`src/rtl/txr_pkg.sv`:
```
package txr_pkg;
    localparam int DESC_SHIFT = 4;

    localparam logic [4:0] OFS_CTRL  = 5'h00;
    localparam logic [4:0] OFS_BASE  = 5'h04;
    localparam logic [4:0] OFS_LEN   = 5'h08;
    localparam logic [4:0] OFS_HEAD  = 5'h0C;
    localparam logic [4:0] OFS_TAIL  = 5'h10;
    localparam logic [4:0] OFS_CAUSE = 5'h14;
    localparam logic [4:0] OFS_MSET  = 5'h18;
    localparam logic [4:0] OFS_MCLR  = 5'h1C;

    localparam int CMD_RS       = 3;
    localparam int CAUSE_WDONE  = 0;
    localparam int CAUSE_QEMPTY = 1;
    localparam logic [31:0] STATUS_DONE_WORD = 32'h0000_0001;

    typedef enum logic [2:0] {
        S_IDLE, S_FADDR, S_FLEN, S_SEND, S_WBACK, S_STEP
    } seq_state_e;

    typedef struct packed {
        logic [31:0] addr;
        logic [15:0] len;
        logic [7:0]  cmd;
    } txr_desc_t;

    function automatic logic [31:0] ring_next(logic [31:0] idx, logic [31:0] cnt);
        return (idx + 32'd1 >= cnt) ? 32'd0 : idx + 32'd1;
    endfunction
endpackage

```
`src/rtl/txr_regs.sv`:
```
module txr_regs
    import txr_pkg::*;
#(
    parameter int IDX_W = 16
) (
    input  logic             clk,
    input  logic             rst,
    input  logic             reg_wr,
    input  logic             reg_rd,
    input  logic [4:0]       reg_addr,
    input  logic [31:0]      reg_wdata,
    output logic [31:0]      reg_rdata,
    input  logic [IDX_W-1:0] head,
    input  logic [1:0]       cause_set,
    output logic             enable,
    output logic             pad,
    output logic [31:0]      base,
    output logic [IDX_W-1:0] count,
    output logic [IDX_W-1:0] tail,
    output logic [1:0]       cause,
    output logic [1:0]       mask
);
    logic rd_clr;
    assign rd_clr = reg_rd && (reg_addr == OFS_CAUSE);

    always_ff @(posedge clk) begin
        if (rst) begin
            enable <= 1'b0;
            pad    <= 1'b0;
            base   <= '0;
            count  <= '0;
            tail   <= '0;
            mask   <= '0;
            cause  <= '0;
        end else begin
            cause <= (rd_clr ? 2'b00 : cause) | cause_set;
            if (reg_wr) begin
                case (reg_addr)
                    OFS_CTRL: begin
                        enable <= reg_wdata[0];
                        pad    <= reg_wdata[1];
                    end
                    OFS_BASE: base  <= reg_wdata;
                    OFS_LEN:  count <= reg_wdata[IDX_W+DESC_SHIFT-1:DESC_SHIFT];
                    OFS_TAIL: tail  <= reg_wdata[IDX_W-1:0];
                    OFS_MSET: mask  <= mask | reg_wdata[1:0];
                    OFS_MCLR: mask  <= mask & ~reg_wdata[1:0];
                    default: ;
                endcase
            end
        end
    end

    always_comb begin
        case (reg_addr)
            OFS_CTRL:  reg_rdata = {30'b0, pad, enable};
            OFS_BASE:  reg_rdata = base;
            OFS_LEN:   reg_rdata = 32'({count, {DESC_SHIFT{1'b0}}});
            OFS_HEAD:  reg_rdata = 32'(head);
            OFS_TAIL:  reg_rdata = 32'(tail);
            OFS_CAUSE: reg_rdata = {30'b0, cause};
            OFS_MSET,
            OFS_MCLR:  reg_rdata = {30'b0, mask};
            default:   reg_rdata = 32'b0;
        endcase
    end

    // a read with nothing new arriving leaves no cause pending
    a_r9_read_clears: assert property (@(posedge clk) disable iff (rst)
        (rd_clr && cause_set == 2'b00) |=> cause == 2'b00);
    // a newly raised cause is never lost, even under a clearing read
    a_r9_set_sticks: assert property (@(posedge clk) disable iff (rst)
        (cause_set != 2'b00) |=> ((cause & $past(cause_set)) == $past(cause_set)));
endmodule

```
`src/rtl/txr_seq.sv`:
```
module txr_seq
    import txr_pkg::*;
#(
    parameter int IDX_W = 16
) (
    input  logic             clk,
    input  logic             rst,
    input  logic             enable,
    input  logic [31:0]      base,
    input  logic [IDX_W-1:0] count,
    input  logic [IDX_W-1:0] tail,
    output logic             mem_req,
    output logic             mem_we,
    output logic [31:0]      mem_addr,
    output logic [31:0]      mem_wdata,
    input  logic [31:0]      mem_rdata,
    input  logic             mem_ack,
    output logic             frm_valid,
    output txr_desc_t        frm_desc,
    input  logic             frm_done,
    output logic [IDX_W-1:0] head,
    output logic [1:0]       cause_set
);
    seq_state_e       state;
    txr_desc_t        desc;
    logic [IDX_W-1:0] head_nxt;
    logic [31:0]      slot;
    logic             want_wb;

    assign head_nxt = IDX_W'(ring_next(32'(head), 32'(count)));
    assign slot     = base + (32'(head) << DESC_SHIFT);
    assign want_wb  = desc.cmd[CMD_RS];

    always_ff @(posedge clk) begin
        if (rst) begin
            state <= S_IDLE;
            head  <= '0;
            desc  <= '0;
        end else begin
            case (state)
                S_IDLE:  if (enable && head != tail) state <= S_FADDR;
                S_FADDR: if (mem_ack) begin
                    desc.addr <= mem_rdata;
                    state     <= S_FLEN;
                end
                S_FLEN:  if (mem_ack) begin
                    desc.len <= mem_rdata[15:0];
                    desc.cmd <= mem_rdata[31:24];
                    state    <= S_SEND;
                end
                S_SEND:  if (frm_done) state <= want_wb ? S_WBACK : S_STEP;
                S_WBACK: if (mem_ack) state <= S_STEP;
                S_STEP: begin
                    head  <= head_nxt;
                    state <= S_IDLE;
                end
                default: state <= S_IDLE;
            endcase
        end
    end

    always_comb begin
        mem_req   = (state == S_FADDR) || (state == S_FLEN) || (state == S_WBACK);
        mem_we    = (state == S_WBACK);
        mem_wdata = STATUS_DONE_WORD;
        case (state)
            S_FLEN:  mem_addr = slot + 32'd8;
            S_WBACK: mem_addr = slot + 32'd12;
            default: mem_addr = slot;
        endcase
        frm_valid = (state == S_SEND);
        frm_desc  = desc;
        cause_set = '0;
        if (state == S_STEP) begin
            cause_set[CAUSE_WDONE]  = want_wb;
            cause_set[CAUSE_QEMPTY] = (head_nxt == tail);
        end
    end

    // a frame request is held until it is consumed
    a_r4_valid_hold: assert property (@(posedge clk) disable iff (rst)
        (frm_valid && !frm_done) |=> frm_valid);
    // a pending memory access keeps its address
    a_r3_req_stable: assert property (@(posedge clk) disable iff (rst)
        (mem_req && !mem_ack) |=> (mem_req && $stable(mem_addr)));
    // a new fetch starts only on a non-empty ring with enable set
    a_r2_fetch_gate: assert property (@(posedge clk) disable iff (rst)
        ($rose(mem_req) && !mem_we) |-> (head != tail && $past(enable)));
    // status writes happen only for report-status descriptors
    a_r5_wb_only_rs: assert property (@(posedge clk) disable iff (rst)
        (mem_req && mem_we) |-> frm_desc.cmd[CMD_RS]);
    // head only steps by one or wraps to zero
    a_r6_head_step: assert property (@(posedge clk) disable iff (rst)
        (head != $past(head)) |-> (head == $past(head) + 1'b1 || head == '0));
endmodule

```
`src/rtl/txr_engine.sv`:
```
module txr_engine
    import txr_pkg::*;
#(
    parameter int IDX_W = 16
) (
    input  logic        clk,
    input  logic        rst,
    input  logic        reg_wr,
    input  logic        reg_rd,
    input  logic [4:0]  reg_addr,
    input  logic [31:0] reg_wdata,
    output logic [31:0] reg_rdata,
    output logic        mem_req,
    output logic        mem_we,
    output logic [31:0] mem_addr,
    output logic [31:0] mem_wdata,
    input  logic [31:0] mem_rdata,
    input  logic        mem_ack,
    output logic        frm_valid,
    output logic [31:0] frm_addr,
    output logic [15:0] frm_len,
    output logic [7:0]  frm_cmd,
    output logic        frm_pad,
    input  logic        frm_done,
    output logic        irq
);
    logic             enable, pad;
    logic [31:0]      base;
    logic [IDX_W-1:0] count, tail, head;
    logic [1:0]       cause, mask, cause_set;
    txr_desc_t        frm_desc;

    txr_regs #(.IDX_W(IDX_W)) u_regs (
        .clk(clk), .rst(rst),
        .reg_wr(reg_wr), .reg_rd(reg_rd), .reg_addr(reg_addr),
        .reg_wdata(reg_wdata), .reg_rdata(reg_rdata),
        .head(head), .cause_set(cause_set),
        .enable(enable), .pad(pad), .base(base), .count(count),
        .tail(tail), .cause(cause), .mask(mask)
    );

    txr_seq #(.IDX_W(IDX_W)) u_seq (
        .clk(clk), .rst(rst),
        .enable(enable), .base(base), .count(count), .tail(tail),
        .mem_req(mem_req), .mem_we(mem_we), .mem_addr(mem_addr),
        .mem_wdata(mem_wdata), .mem_rdata(mem_rdata), .mem_ack(mem_ack),
        .frm_valid(frm_valid), .frm_desc(frm_desc), .frm_done(frm_done),
        .head(head), .cause_set(cause_set)
    );

    assign frm_addr = frm_desc.addr;
    assign frm_len  = frm_desc.len;
    assign frm_cmd  = frm_desc.cmd;
    assign frm_pad  = pad;
    assign irq      = |(cause & mask);
endmodule

```
`config.mk`:
```
export PLATFORM = sky130hd
export DESIGN_NAME = txr_engine
export DESIGN_NICKNAME = d
export VERILOG_FILES = /design/src/rtl/txr_pkg.sv /design/src/rtl/txr_regs.sv /design/src/rtl/txr_seq.sv /design/src/rtl/txr_engine.sv
export SDC_FILE = /design/constraint.sdc
export NUM_CORES = 1
export LEC_CHECK = 0
export ABC_AREA = 0
export BUFFER_PORTS_ARGS = -buffer_cell sky130_fd_sc_hd__buf_2
export CAP_MARGIN = 25
export CORE_AREA = 2 2 170 172
export DETAILED_ROUTE_END_ITERATION = 8
export DIE_AREA = 0 0 172 174
export PLACE_DENSITY = 0.59
export SLEW_MARGIN = 20
export SYNTH_ARGS = -nofsm -noshare
export SYNTH_HDL_FRONTEND = slang
export SYNTH_SLANG_ARGS = --single-unit
export TNS_END_PERCENT = 5
```
`constraint.sdc`:
```
create_clock -name clk -period 4.55 [get_ports clk]
set_clock_uncertainty 0.15 [all_clocks]
set_input_delay 1.1375 -clock clk [delete_from_list [all_inputs] [get_ports clk]]
set_output_delay 1.1375 -clock clk [all_outputs]
set_load 0.01 [all_outputs]
```
==> flow_summary.json, run 1 <==
{
  "async_flop_share_pct": 0,
  "dieArea_mm2": 0.0299,
  "grt-ovfl-total": 0,
  "clk_latency_ns": 0.44,
  "slew_violations": 0,
  "std_cell_rows": 62,
  "nets": 1673,
  "io_pins": 232,
  "p_leak_nw": 5.27,
  "avgViaCountPerCell": 5.04,
  "ys_ff_latch": 145,
  "rsz0062_at_grt": "true",
  "wire_per_inst_um": 16.0,
  "worst_slew_pin_slew_ns": 0.882,
  "cts_tree": "built",
  "pre_cts_ws_ns": -0.208,
  "grt_pass1_wl_mm": 49.0,
  "htree_num_levels": 4,
  "n_antenna_cell": 0,
  "synthCells": 1304,
  "yosys.cell_count.top_type": "nand2_1",
  "numCtsBuffers": 17,
  "synth_cell_types": 86,
  "drt-total-wl_mm": 31.4,
  "drc_errors": 0,
  "finalHoldViolCount": 0,
  "synth_ff_type": "dfxtp_1",
  "clk_path_buf_depth": 2,
  "nFillCells": 2976,
  "yosys-top-cells-count": "331 x nand2_1, 187 x a21oi_1, 145 x dfxtp_1",
  "finalSetupViolCount": 13,
  "netlist.area_leader.share_pct": 30.9,
  "root_buffer": "clkbuf_16",
  "detail_route.first_pass.iterations": 5,
  "final.period_utilization_pct": 112,
  "power_density_mw_per_mm2": 241,
  "worst_slack_ns": -0.554,
  "worstPathRequired_ns": 3.26,
  "die_x_um": 172,
  "crit_path_start_kind": "register",
  "status": "complete, but fails checks",
  "cp_max_fo": 5,
  "fin_setup_tns_ns": -4.53,
  "vdd_drop_max_mv": 0.206,
  "grt_pass1_vias": 9235,
  "coreArea_mm2": 0.0282,
  "die_h_um": 174,
  "clock.fmax_mhz": 196,
  "r2r_slack_ns": 0.28,
  "hold_path.class": "reg -> reg",
  "arrival_ns": 3.82,
  "start_util_pct": 33.3,
  "dp_hpwl_mm": 24.1,
  "finalCriticalPeriod_ns": 5.10,
  "drt_iter0_drc": 661,
  "grt_usage_pct": 20.5,
  "io_buffers": 199,
  "yosysTopAreaCell": "dfxtp_1",
  "finalNonFillerCells": 1958,
  "gp_congestion": 0.940,
  "antenna_found_initial": 0,
  "ant_nets": 0,
  "clk_pin_slew_ns": 0.07,
  "timing.hold.ws_ns": 0.303,
  "worstSetupPathType": "reg -> out",
  "avgSynthCellArea_um2": 7.21,
  "worstPathCellList": "ha_4 > inv_2 > fa_2 > nand2b_4 > a211oi_4 > buf_4 > o21ai_4 > nand3_2 > nand3b_1 > or4b_4 > or4_4 > nor4_4 > mux2i_1 > buf_2",
  "crit_slowest_cell": "or4b_4",
  "dpl.cell_count": 1925,
  "grt_max_degree": 53,
  "area_growth_pct": 28.8,
  "via_count": 9866,
  "drv_cap": 0,
  "violations": "negative setup slack",
  "synth_edf_count": 0,
  "end_kind": "output port",
  "critPathMaxStageDelay_ns": 0.50,
  "yosysWarnings": 0,
  "synth_area_leaders": "dfxtp_1 31%, nand2_1 13%, a21oi_1 10%",
  "cts.sinks": 145,
  "ys_seq_area_share_pct": 30.9,
  "drive_gt1_share_pct": 26.9,
  "slew_headroom_pct": 41.0,
  "total_power_mw": 2.92,
  "synthesis.area_mm2": 0.00940
}
[metrics by stage]
| step | cell area, µm² | util, % |
|---|---|---|
| 2_1_floorplan | 9570 | - |
| 3_3_place_gp | 11400 | 40.3 |
| 3_5_place_dp | 11400 | 40.3 |
| 4_1_cts | 12000 | 42.6 |
| 5_1_grt | 12100 | 42.9 |
| 6_report | 12100 | 42.9 |
[state kept, by name (all words and copies together) (netlist names), named ones only]
name            cells
u_regs.enable       1
u_regs.cause        2
u_regs.tail        16
u_regs.count       16
u_seq.state         3
u_regs.pad          1
u_seq.frm_desc     56
u_regs.base        32
u_seq.head         16
[per-layer routing]
metal | vias up | GRT usage [%] | wire length (µm)
met5 | - | 0 | 0
met4 | 0 | 6.55 | 692
met3 | 37 | 3.55 | 1710
met2 | 324 | 34.9 | 15100
met1 | 4601 | 26.3 | 13900
li1 | 4904 | - | -
[timing repair]
action	CTS	global route
gates resized for setup	10	14
setup buffers	0	0
pin swaps	6	1
hold buffers	0	0
setup endpoints to repair	17	18
[worst paths after layout]
check	start	end	cells after the start
max	u_seq.head[0]$_SDFFE_PP0N_	mem_addr[31]	14
min	u_seq.frm_desc[23]$_SDFFE_PP0P_	u_seq.frm_desc[23]$_SDFFE_PP0P_	2
max reg2reg	u_seq.head[0]$_SDFFE_PP0N_	u_regs.cause[1]$_SDFF_PP0_	16
min reg2reg	u_seq.frm_desc[23]$_SDFFE_PP0P_	u_seq.frm_desc[23]$_SDFFE_PP0P_	2
[cell type report]
cell class / count / area (µm²) / share of cell area [%]
multi-input cells: 1018 / 5920 / 48.9
flip-flops and latches: 145 / 2910 / 24.0
repair buffers: 332 / 2000 / 16.6
well taps: 384 / 480 / 3.97
inverters: 47 / 176 / 1.46
clock inverters: 15 / 189 / 1.56
clock buffers: 17 / 425 / 3.51
[critical path: cells and delay by family (launching register included)]
family                     cells  cell delay [ns]
AOI/OAI and AO/OA              2             0.41
and+or+nand+nor                6             1.54
buffers and inverters          3             0.38
DFF                            1             0.35
muxes                          1             0.22
adders and majority gates      2             0.49
[logic make-up (layout without fill, tap and decap cells)]
family / Yosys count / after routing / synth area share, %
simple gates: 559 / 559 / 27.1
compound gates: 307 / 307 / 20.0
buf+inv: 171 / 411 / 9.06
flops: 145 / 145 / 30.9
xor+xnor: 77 / 77 / 7.25
fa+ha+maj: 37 / 37 / 5.00
mux: 6 / 6 / 0.652
other cells: 2 / 32 / 0.0799
[report_power, final]
part	leakage (nW)	internal (mW)	switching, mW
sequential	1.17	1.27	0.00543
clock	0.302	0.836	0.653
combinational	3.79	0.0535	0.0975
[placed cells by master (no fill, tap or decap), types with 4 or more instances in the layout]
cell / count
a21o_1: 7
and2_1: 20
mux2i_1: 5
nor4_1: 9
clkinv_4: 4
xnor2_1: 43
nor3_2: 5
nand3b_1: 8
a22o_1: 7
nand3_1: 33
nand2b_1: 5
nor3_1: 17
a22oi_1: 8
a211oi_1: 7
ha_1: 34
nor2_1: 58
o21ai_0: 29
o21a_1: 5
or3_1: 4
inv_6: 5
and3_1: 9
dfxtp_1: 141
o22ai_1: 4
nand4_1: 18
dfxtp_2: 4
buf_2: 198
nor2_2: 5
a222oi_1: 14
nand2_1: 330
clkbuf_16: 17
a21oi_1: 186
conb_1: 32
buf_4: 132
or2_2: 4
xor2_1: 31
o211ai_1: 5
inv_1: 45
Note: power is estimated with default switching activity, not from simulation.
==> inputs of run 2 (changes only) <==
--- a/config.mk
+++ b/config.mk
@@ -6,7 +6,7 @@
 export NUM_CORES = 1
 export LEC_CHECK = 0
 export ABC_AREA = 0
-export BUFFER_PORTS_ARGS = -buffer_cell sky130_fd_sc_hd__buf_2
+export BUFFER_PORTS_ARGS = -buffer_cell sky130_fd_sc_hd__buf_4
 export CAP_MARGIN = 25
 export CORE_AREA = 2 2 170 172
 export DETAILED_ROUTE_END_ITERATION = 8
==> run 2 against run 1 <==
Net effect: the flow still finishes with violations (negative setup slack); clock power is 5% lower; non-clock buffer count grew 1; combinational power rose by 12%; critical path type unchanged; largest cell class unchanged.
==> flow_summary.json, run 2 (same netlist as run 1, synthesis figures left out) <==
{
  "io_buffers": 199,
  "htree_num_levels": 4,
  "grt_max_degree": 88,
  "gp_congestion": 0.920,
  "drv_cap": 0,
  "holdPathStages": 2,
  "worstPathRequired_ns": 3.26,
  "finalSetupViolCount": 11,
  "p_leak_nw": 5.29,
  "grt_use_met1_pct": 27.1,
  "std_cell_rows": 62,
  "worstSetupPathType": "reg -> out",
  "final_cell_mix": "330 x nand2_1, 329 x buf_4, 185 x a21oi_1",
  "grt_usage_pct": 20.8,
  "worstRegToRegCells": 17,
  "worst_slack_ns": -0.608,
  "cts_tree": "built",
  "worstReg2RegEnd": "u_regs.cause[1]$_SDFF_PP0_",
  "via_count": 9861,
  "root_buffer": "clkbuf_16",
  "gr-max-usage-layer": "met2",
  "vdd_drop_max_mv": 0.177,
  "nets": 1674,
  "placed_cell_area_mm2": 0.0119,
  "min-delay-start": "u_seq.frm_desc[7]$_SDFFE_PP0P_",
  "drt-total-wl_mm": 31.5,
  "grtUsageMet2_pct": 34.8,
  "final_util_pct": 44.7,
  "finalNonFillerCells": 1959,
  "coreArea_mm2": 0.0282,
  "dieArea_mm2": 0.0299,
  "r2r-start": "u_seq.head[3]$_SDFFE_PP0N_",
  "final.period_utilization_pct": 113,
  "nFillCells": 2937,
  "antenna_found_initial": 0,
  "drc_errors": 0,
  "cp_max_fo": 3,
  "r2r_slack_ns": 0.34,
  "clk_latency_ns": 0.43,
  "worstHoldEndpoint": "u_seq.frm_desc[7]$_SDFFE_PP0P_",
  "status": "complete, but fails checks",
  "finalHoldViolCount": 0,
  "grt-ovfl-total": 0,
  "avgViaCountPerCell": 5.03,
  "design_area_mm2": 0.0126,
  "clk_pin_slew_ns": 0.06,
  "cts.sinks": 145,
  "numCtsBuffers": 17,
  "end_kind": "output port",
  "slew_headroom_pct": 34.4,
  "hold_path.class": "reg -> reg",
  "area_growth_pct": 34.4,
  "rsz0062_at_grt": "true",
  "wire_per_inst_um": 16.1,
  "clk_path_buf_depth": 2,
  "cts_hold_buf": 0,
  "worst_slew_pin_slew_ns": 0.981,
  "largest_reg_flops": 56,
  "start_util_pct": 33.3,
  "die_h_um": 174,
  "drive_gt1_share_pct": 27.6,
  "finalCriticalPeriod_ns": 5.16,
  "dp_hpwl_mm": 24.1,
  "gr-usage-met3_pct": 3.94,
  "die_x_um": 172,
  "violations": "negative setup slack",
  "slew_violations": 0,
  "detail_route.first_pass.iterations": 6,
  "crit_path_start_kind": "register",
  "io_pins": 232,
  "ant_nets": 0,
  "drt_iter0_drc": 634,
  "dpl.cell_count": 1923,
  "clock.fmax_mhz": 194,
  "power_density_mw_per_mm2": 226,
  "grt_pass1_vias": 9261,
  "grt_pass1_wl_mm": 49.7,
  "mostFrequentLayoutCell": "nand2_1",
  "n_antenna_cell": 0,
  "arrival_ns": 3.87
}
## run 2: cell count changes in the layout (fill, tap and decap cells not counted), moves of 3 or more
cell     change
ha_1         -3
buf_2      -198
buf_4      +197
dfxtp_1      -4
dfxtp_2      +4
## run 2: repair_timing
item / in CTS / in global routing
pin swaps: 2 / 23
gates resized for setup: 7 / 29
setup buffers: 0 / 3
setup endpoints to repair: 16 / 19
gates cloned: 0 / 0
## run 2: stage by stage
step	power (mW)	worst slack, ns	TNS, ns	hold WS (ns)
6_report	2.86	-0.608	-4.04	0.304
5_1_grt	2.95	-0.744	-6.45	0.321
4_1_cts	2.88	-0.596	-5.06	0.306
3_5_place_dp	1.48	-0.213	-0.843	0.297
3_3_place_gp	1.47	-0.216	-0.547	0.292
2_1_floorplan	1.40	-0.102	-0.252	0.295
## run 2: how the worst max path moves through the flow
stage	from	endpoint	slack [ns]	cells past startpoint
after global placement	u_regs.base[10]$_SDFFE_PP0P_	mem_addr[31]	-0.22	11
after global routing	u_regs.base[7]$_SDFFE_PP0P_	mem_addr[31]	-0.74	12
after floorplan	u_seq.head[0]$_SDFFE_PP0N_	mem_addr[31]	-0.10	13
after CTS	u_regs.base[4]$_SDFFE_PP0P_	mem_addr[25]	-0.60	14
final	u_regs.base[7]$_SDFFE_PP0P_	mem_addr[31]	-0.61	12
after detailed placement	u_regs.base[7]$_SDFFE_PP0P_	mem_addr[31]	-0.21	11
## run 2: critical path, stage by stage, from the launching register on
cell,delay [ns]
dfxtp_2,0.34
ha_4,0.27
a21o_1,0.18
a21oi_4,0.08
buf_4,0.15
a2111oi_4,0.44
o21a_1,0.21
nor3_2,0.05
or4b_4,0.50
or4_4,0.57
nor4_4,0.30
mux2i_1,0.23
buf_4,0.14
## run 2: final cells by class
cell class                 count  area, µm²  area share, %
clock buffer                  18        439           3.48
clock inverter                14        141           1.12
inverter                      47        176           1.40
multi-input combinational   1018       5960           47.1
sequential                   145       2910           23.1
tap                          384        480           3.80
timing repair buffer         333       2530           20.0
## run 2: metal layers
metal | vias up | part of all wire [%]
met2 | 308 | 48
met4 | 0 | 2.2
li1 | 4915 | -
met1 | 4594 | 44
met3 | 44 | 5.7
met5 | - | 0
## run 2: where the power goes
part / switching (mW) / total [mW] / internal (mW) / leakage (nW)
Sequential: 0.00557 / 1.28 / 1.27 / 1.17
Combinational: 0.0974 / 0.169 / 0.0718 / 3.83
Clock: 0.624 / 1.41 / 0.785 / 0.290
